==> config.mk <==
export PLATFORM = sky130hd
export DESIGN_NAME = dual_dac_regctl
export DESIGN_NICKNAME = d
export VERILOG_FILES = /design/src/rtl/dac_regctl_pkg.sv /design/src/rtl/dac_serial_sync.sv /design/src/rtl/dac_word_shifter.sv /design/src/rtl/dac_latch_bank.sv /design/src/rtl/dual_dac_regctl.sv
export SDC_FILE = /design/constraint.sdc
export NUM_CORES = 1
export LEC_CHECK = 0
export CORE_UTILIZATION = 57
export DETAILED_ROUTE_END_ITERATION = 16
export DONT_BUFFER_PORTS = 1
export GPL_TIMING_DRIVEN = 1
export HOLD_SLACK_MARGIN = 0.06
export PLACE_DENSITY = 0.72
export SLEW_MARGIN = 0
export SYNTH_ARGS = -nofsm -noshare
export SYNTH_HDL_FRONTEND = slang
export SYNTH_SLANG_ARGS = --single-unit
export TNS_END_PERCENT = 100
==> constraint.sdc <==
create_clock -name clk -period 1.3 [get_ports clk]
set_input_delay 0.13 -clock clk [delete_from_list [all_inputs] [get_ports clk]]
set_output_delay 0.13 -clock clk [all_outputs]
set_load 0.03 [all_outputs]
==> src/rtl/dac_regctl_pkg.sv <==
`timescale 1ns/1ps
// Package: shared command-word layout and address decode for the DAC
// command decoder. Assumes the 4 program bits occupy the top of the word.
package dac_regctl_pkg;
    // Number of program bits in front of the data field
    localparam int unsigned PROG_BITS = 4;

    // Target selected by the two address bits
    typedef enum logic [1:0] {
        TGT_B_AND_BUF = 2'b00,
        TGT_BUF_ONLY  = 2'b01,
        TGT_A_XFER_B  = 2'b10,
        TGT_CONTROL   = 2'b11
    } target_e;

    // Reset value of the synchronized pin bundle {sel_n, sclk, sdin}
    localparam logic [2:0] PINS_IDLE = 3'b110;
endpackage

==> src/rtl/dac_serial_sync.sv <==
`timescale 1ns/1ps
// Module: dac_serial_sync
// Resamples the three serial pins into the system clock domain and detects
// select and clock edges. Assumes clk runs at least 4x sclk, so every sclk
// level lasts longer than the synchronizer.
module dac_serial_sync #(
    parameter int unsigned STAGES = 2
) (
    input  logic clk,
    input  logic rst_n,
    input  logic sel_n_i,
    input  logic sclk_i,
    input  logic sdin_i,
    output logic sel_low,
    output logic sel_fall,
    output logic sclk_fall,
    output logic sdin_s
);
    import dac_regctl_pkg::*;

    logic [2:0] stage_q [STAGES];
    logic [2:0] prev_q;
    logic [2:0] cur;

    // Synchronizer chain for the pin bundle plus one history stage
    always_ff @(posedge clk) begin
        if (!rst_n) begin
            for (int i = 0; i < STAGES; i++) stage_q[i] <= PINS_IDLE;
            prev_q <= PINS_IDLE;
        end else begin
            stage_q[0] <= {sel_n_i, sclk_i, sdin_i};
            for (int i = 1; i < STAGES; i++) stage_q[i] <= stage_q[i-1];
            prev_q <= stage_q[STAGES-1];
        end
    end

    // Edge and level decode of the synchronized pins
    always_comb begin
        cur       = stage_q[STAGES-1];
        sel_low   = ~cur[2];
        sel_fall  = prev_q[2] & ~cur[2];
        sclk_fall = prev_q[1] & ~cur[1];
        sdin_s    = cur[0];
    end
endmodule

==> src/rtl/dac_word_shifter.sv <==
`timescale 1ns/1ps
// Module: dac_word_shifter
// Assembles one command word MSB first. A select fall arms it; it stops after
// WORD_W bits and pulses word_valid. A select rise before that discards the
// partial word. Surplus clocks after a full word are ignored.
module dac_word_shifter #(
    parameter int unsigned WORD_W = 16
) (
    input  logic              clk,
    input  logic              rst_n,
    input  logic              sel_fall,
    input  logic              sel_low,
    input  logic              sclk_fall,
    input  logic              sdin_s,
    output logic              word_valid,
    output logic [WORD_W-1:0] word_q
);
    localparam int unsigned CNT_W = $clog2(WORD_W);
    localparam logic [CNT_W-1:0] LAST_BIT = CNT_W'(WORD_W - 1);

    logic             armed_q;
    logic [CNT_W-1:0] cnt_q;

    // Arm on select fall, shift on clock fall, finish on the last bit
    always_ff @(posedge clk) begin
        if (!rst_n) begin
            armed_q    <= 1'b0;
            cnt_q      <= '0;
            word_q     <= '0;
            word_valid <= 1'b0;
        end else begin
            word_valid <= 1'b0;
            if (sel_fall) begin
                armed_q <= 1'b1;
                cnt_q   <= '0;
            end else if (!sel_low) begin
                armed_q <= 1'b0;
                cnt_q   <= '0;
            end else if (armed_q && sclk_fall) begin
                word_q <= {word_q[WORD_W-2:0], sdin_s};
                if (cnt_q == LAST_BIT) begin
                    armed_q    <= 1'b0;
                    cnt_q      <= '0;
                    word_valid <= 1'b1;
                end else begin
                    cnt_q <= cnt_q + 1'b1;
                end
            end
        end
    end
endmodule

==> src/rtl/dac_latch_bank.sv <==
`timescale 1ns/1ps
// Module: dac_latch_bank
// Decodes a completed word and loads the channel, buffer and control
// registers. Assumes word_valid is a single-cycle pulse with word stable.
module dac_latch_bank #(
    parameter int unsigned DATA_W = 12
) (
    input  logic                 clk,
    input  logic                 rst_n,
    input  logic                 word_valid,
    input  logic [DATA_W+3:0]    word,
    output logic [DATA_W-1:0]    ch_a_code,
    output logic [DATA_W-1:0]    ch_b_code,
    output logic                 fast_mode,
    output logic                 power_down,
    output logic [1:0]           ref_sel,
    output logic                 upd_strobe
);
    import dac_regctl_pkg::*;

    localparam int unsigned WORD_W = DATA_W + PROG_BITS;
    localparam int unsigned ADR_HI = WORD_W - 1;
    localparam int unsigned SPD_B  = WORD_W - 2;
    localparam int unsigned PWR_B  = WORD_W - 3;
    localparam int unsigned ADR_LO = WORD_W - 4;

    target_e           tgt;
    logic [DATA_W-1:0] data;
    logic [DATA_W-1:0] buf_q;

    // Field extraction from the completed word
    always_comb begin
        tgt  = target_e'({word[ADR_HI], word[ADR_LO]});
        data = word[DATA_W-1:0];
    end

    // Register update on a completed word
    always_ff @(posedge clk) begin
        if (!rst_n) begin
            ch_a_code  <= '0;
            ch_b_code  <= '0;
            buf_q      <= '0;
            fast_mode  <= 1'b0;
            power_down <= 1'b0;
            ref_sel    <= 2'b00;
            upd_strobe <= 1'b0;
        end else begin
            upd_strobe <= 1'b0;
            if (word_valid) begin
                fast_mode  <= word[SPD_B];
                power_down <= word[PWR_B];
                case (tgt)
                    TGT_B_AND_BUF: begin
                        ch_b_code  <= data;
                        buf_q      <= data;
                        upd_strobe <= 1'b1;
                    end
                    TGT_BUF_ONLY: buf_q <= data;
                    TGT_A_XFER_B: begin
                        ch_a_code  <= data;
                        ch_b_code  <= buf_q;
                        upd_strobe <= 1'b1;
                    end
                    default: ref_sel <= data[1:0];
                endcase
            end
        end
    end
endmodule

==> src/rtl/dual_dac_regctl.sv <==
`timescale 1ns/1ps
// Module: dual_dac_regctl
// Top of the serial command decoder for a two-channel DAC: synchronizer,
// word shifter and register bank. Assumes clk is at least 4x sclk.
module dual_dac_regctl #(
    parameter int unsigned DATA_W      = 12,
    parameter int unsigned SYNC_STAGES = 2
) (
    input  logic              clk,
    input  logic              rst_n,
    input  logic              sel_n,
    input  logic              sclk,
    input  logic              sdin,
    output logic [DATA_W-1:0] ch_a_code,
    output logic [DATA_W-1:0] ch_b_code,
    output logic              fast_mode,
    output logic              power_down,
    output logic [1:0]        ref_sel,
    output logic              upd_strobe
);
    import dac_regctl_pkg::*;

    localparam int unsigned WORD_W = DATA_W + PROG_BITS;

    logic              sel_low, sel_fall, sclk_fall, sdin_s;
    logic              word_valid;
    logic [WORD_W-1:0] word_q;

    dac_serial_sync #(.STAGES(SYNC_STAGES)) u_sync (
        .clk(clk), .rst_n(rst_n),
        .sel_n_i(sel_n), .sclk_i(sclk), .sdin_i(sdin),
        .sel_low(sel_low), .sel_fall(sel_fall),
        .sclk_fall(sclk_fall), .sdin_s(sdin_s)
    );

    dac_word_shifter #(.WORD_W(WORD_W)) u_shift (
        .clk(clk), .rst_n(rst_n),
        .sel_fall(sel_fall), .sel_low(sel_low),
        .sclk_fall(sclk_fall), .sdin_s(sdin_s),
        .word_valid(word_valid), .word_q(word_q)
    );

    dac_latch_bank #(.DATA_W(DATA_W)) u_bank (
        .clk(clk), .rst_n(rst_n),
        .word_valid(word_valid), .word(word_q),
        .ch_a_code(ch_a_code), .ch_b_code(ch_b_code),
        .fast_mode(fast_mode), .power_down(power_down),
        .ref_sel(ref_sel), .upd_strobe(upd_strobe)
    );
endmodule

==> impl_results.md <==
- Mapped Cells: 310
- Detail Placement HPWL: 3506 um
- Min setup slack post-route: 0.05457 ns
- CTS H-tree depth: 3
- CTS tree: built
- Final antenna diode count: 0
- GP Congestion: 0.7489
- Die area: 0.005271 mm^2
- Worst Setup Slack post-DPL: 0.03714 ns
- Mapped Area: 0.002841 mm^2
- Crit path DAT: 1.49 ns
- Setup_tns: 0 ns
- Initial Util: 59.76%
- Root Buffer: clkbuf_8
- Routed wire length per instance: 13.65 um
- Drt first pass iters: 4
- Synth-to-Final Area Change: 19.46%
- Share of layout cells above drive strength 1: 21.10%
- Nets: 347
- Initial antenna violation count: 0
- # placed instances: 393
- Crit-path max FO: 13
- Slew Limit Fails: 0
- Yosys reg bits: 71
- Setup Skew: 0.01448 ns
- Total Routed Length: 5637 um
- Min Hold Slack: 0.08017 ns
- Vias in the first global route: 2042
- Clock Pin Slew Worst Setup and Hold Paths: 0.07 ns
- Max cap viols: 0
- Least-Margin Pin Slew: 0.2925 ns
- Req. time, crit path: 1.55 ns
- Inserted Clock Buffers: 9
- Die H: 72.61 um
- Worst rel slew slack: 80.47%
- Status: completed
- CTS Sinks: 71
- Fin crit share: 95.80%
- Grt ovf: 0
- # setup viols final: 0
- Final count of hold timing violations: 0
- Final ANT Viol Nets: 0
- CP startpoint kind: register
- Min Tclk post-route: 1.245 ns
- Critical path class: register to register
- Core area: 0.004755 mm^2
- Drt drc: 0
- Maximum VDD drop: 1014 uV
- Ys Warns: 0
- Vias per cell: 5.237
- Post-synthesis average cell area: 9.166 um^2
- Maximum operating frequency: 0.8029 GHz
- First-pass GRT wire length: 9618 um
- Crit. End Element: register
- IO Port Bufs: 0
- # rows: 25
- Clk buf depth: 2
- Die outline width: 72.61 um
- 1st-iter DRT viols: 215
- Largest net degree at the start of global routing: 66
- Setup bufs post-CTS: 0
- Pleak: 1.268 nW
- Non-Filler Instances: 413
- Syn nets: 316
- Worst-skew pair later-pin latency: 0.34 ns
- Boundary Pins: 34
- Pwr per Cell Area: 1234 mW/mm^2
- Hold Path Class: primary input to register
- Sequential-to-total area share from yosys stat: 50.02%
- GRT Util Overall: 23.83%
- Routed via count: 2163
- Synth cell types: 33
[flip-flops by register name (all words and copies together), names as in the netlist]
name and cells:
u_bank.power_down 1, u_bank.upd_strobe 1, u_bank.ref_sel 2, u_bank.ch_a_code 12, u_shift.armed_q 1, u_shift.cnt_q 4
u_shift.word_valid 1, u_sync.stage_q 6, u_bank.buf_q 12, u_bank.ch_b_code 12, u_sync.prev_q 2, u_shift.word_q 16
u_bank.fast_mode 1
[layer usage]
| metal | vias to the layer above | GRT usage [%] | wire (um) |
|---|---|---|---|
| met4 | 0 | 11.11 | 121 |
| met1 | 985 | 32.19 | 2595 |
| met5 | - | 0 | 0 |
| met3 | 10 | 4.696 | 231 |
| met2 | 52 | 36.86 | 2689 |
| li1 | 1116 | - | - |
[cell families (layout without fill, tap and decap cells)]
group | Yosys count | count (layout) | synth area share, %
XOR/XNOR | 2 | 2 | 0.6166
flip-flops | 71 | 71 | 50.02
multiplexers | 4 | 4 | 1.409
AND/OR/NAND/NOR | 146 | 146 | 28.27
adder cells (fa/ha/maj) | 1 | 1 | 0.4403
AO/OA/AOI/OAI | 62 | 62 | 14.53
buffers and inverters | 24 | 60 | 4.711
[worst max-delay path, stage by stage (launching register included)]
cell and delay (ns):
dfxtp_1 0.37, buf_4 0.21, nor2b_1 0.11, buf_4 0.20
nand2_1 0.07, a21boi_0 0.20
[power breakdown]
group	internal [W]	switching, W	leakage [nW]
Clock	0.00108	0.000843	0.105
Sequential	0.00218	0.00000608	0.574
Combinational	0.0000443	0.0000302	0.588
Total	0.00331	0.000879	1.27
[cells in the mapped netlist]
| library cell | n | share of area [%] |
|---|---|---|
| xor2_1 | 1 | 0.31 |
| dfxtp_1 | 71 | 50 |
| o21ai_0 | 18 | 3.2 |
| or3b_1 | 1 | 0.31 |
| inv_1 | 1 | 0.13 |
| mux2i_1 | 4 | 1.4 |
| or3_1 | 1 | 0.22 |
| o21bai_1 | 1 | 0.26 |
| buf_6 | 2 | 0.79 |
| nand2b_1 | 8 | 1.8 |
| nor4b_2 | 10 | 5.3 |
| buf_2 | 7 | 1.2 |
| clkbuf_2 | 1 | 0.18 |
| a21oi_1 | 3 | 0.53 |
| nor2_1 | 27 | 3.6 |
| nand4b_1 | 1 | 0.31 |
| nor3_1 | 13 | 2.3 |
| nor4b_1 | 2 | 0.62 |
| and2_1 | 3 | 0.66 |
| a21boi_0 | 30 | 7.9 |
| and3b_1 | 2 | 0.62 |
| xnor2_1 | 1 | 0.31 |
| nand3_1 | 18 | 3.2 |
| nor2b_1 | 5 | 1.1 |
| nand2_1 | 51 | 6.7 |
| or2_1 | 1 | 0.22 |
| and2b_2 | 1 | 0.31 |
| buf_4 | 5 | 1.3 |
| clkbuf_1 | 8 | 1.1 |
| nand3b_4 | 1 | 0.70 |
| nand3b_2 | 1 | 0.40 |
| a21boi_1 | 10 | 2.6 |
| ha_1 | 1 | 0.44 |
[per-stage QoR]
| stage | cell area [um^2] | power, W | utilization [%] |
|---|---|---|---|
| floorplan | 2841 | 0.002295 | - |
| global placement | 3113 | 0.002279 | 65.47 |
| detailed placement | 3113 | 0.002280 | 65.47 |
| CTS | 3385 | 0.004212 | 71.18 |
| global route | 3395 | 0.004316 | 71.39 |
| finish | 3395 | 0.004189 | 71.39 |
[cell usage in the layout, fill, tap and decap left out, types with 2 or more instances in the layout]
cell type      Yosys  layout
a21boi_0          30      29
dlygate4sd3_1      0       3
bufinv_16          0       2
clkinv_4           0       2
mux2i_1            4       4
buf_12             0       3
nor4b_2           10      11
and3b_1            2       2
buf_4              5      37
o21ai_0           18      18
nand3_1           18      18
clkbuf_8           0       9
nor2_1            27      27
clkinvlp_4         0       2
a21oi_1            3       3
nand2_1           51      51
dfxtp_2            0       2
and2_1             3       3
a21boi_1          10      11
dfxtp_1           71      69
nand2b_1           8       8
nor2b_1            5       5
nor3_1            13      13
[worst paths after layout]
kind                                   start                              end  slack, ns  cells past startpoint
max          u_shift.word_q[15]$_SDFFE_PN0P_     u_bank.buf_q[1]$_SDFFE_PN0P_       0.05                      5
min                                    rst_n  u_sync.stage_q[0][1]$_SDFF_PN1_       0.08                      2
max reg2reg  u_shift.word_q[15]$_SDFFE_PN0P_     u_bank.buf_q[1]$_SDFFE_PN0P_       0.05                      5
min reg2reg  u_sync.stage_q[0][1]$_SDFF_PN1_  u_sync.stage_q[0][4]$_SDFF_PN1_       0.41                      1
[layout make-up]
class	instances	area, um^2
Clock inverter	7	97.59
Multi-Input combinational cell	215	1294
Timing Repair Buffer	43	367.9
Clock buffer	9	123.9
Fill cell	399	1360
Inverter	1	3.754
Tap cell	67	83.83
Sequential cell	71	1424
[what timing repair did]
item,in CTS,in global routing
gates resized for setup,0,6
hold endpoints to repair,66,0
setup endpoints to repair,0,21
hold buffers,4,0
(Power assumes the default switching activity.)
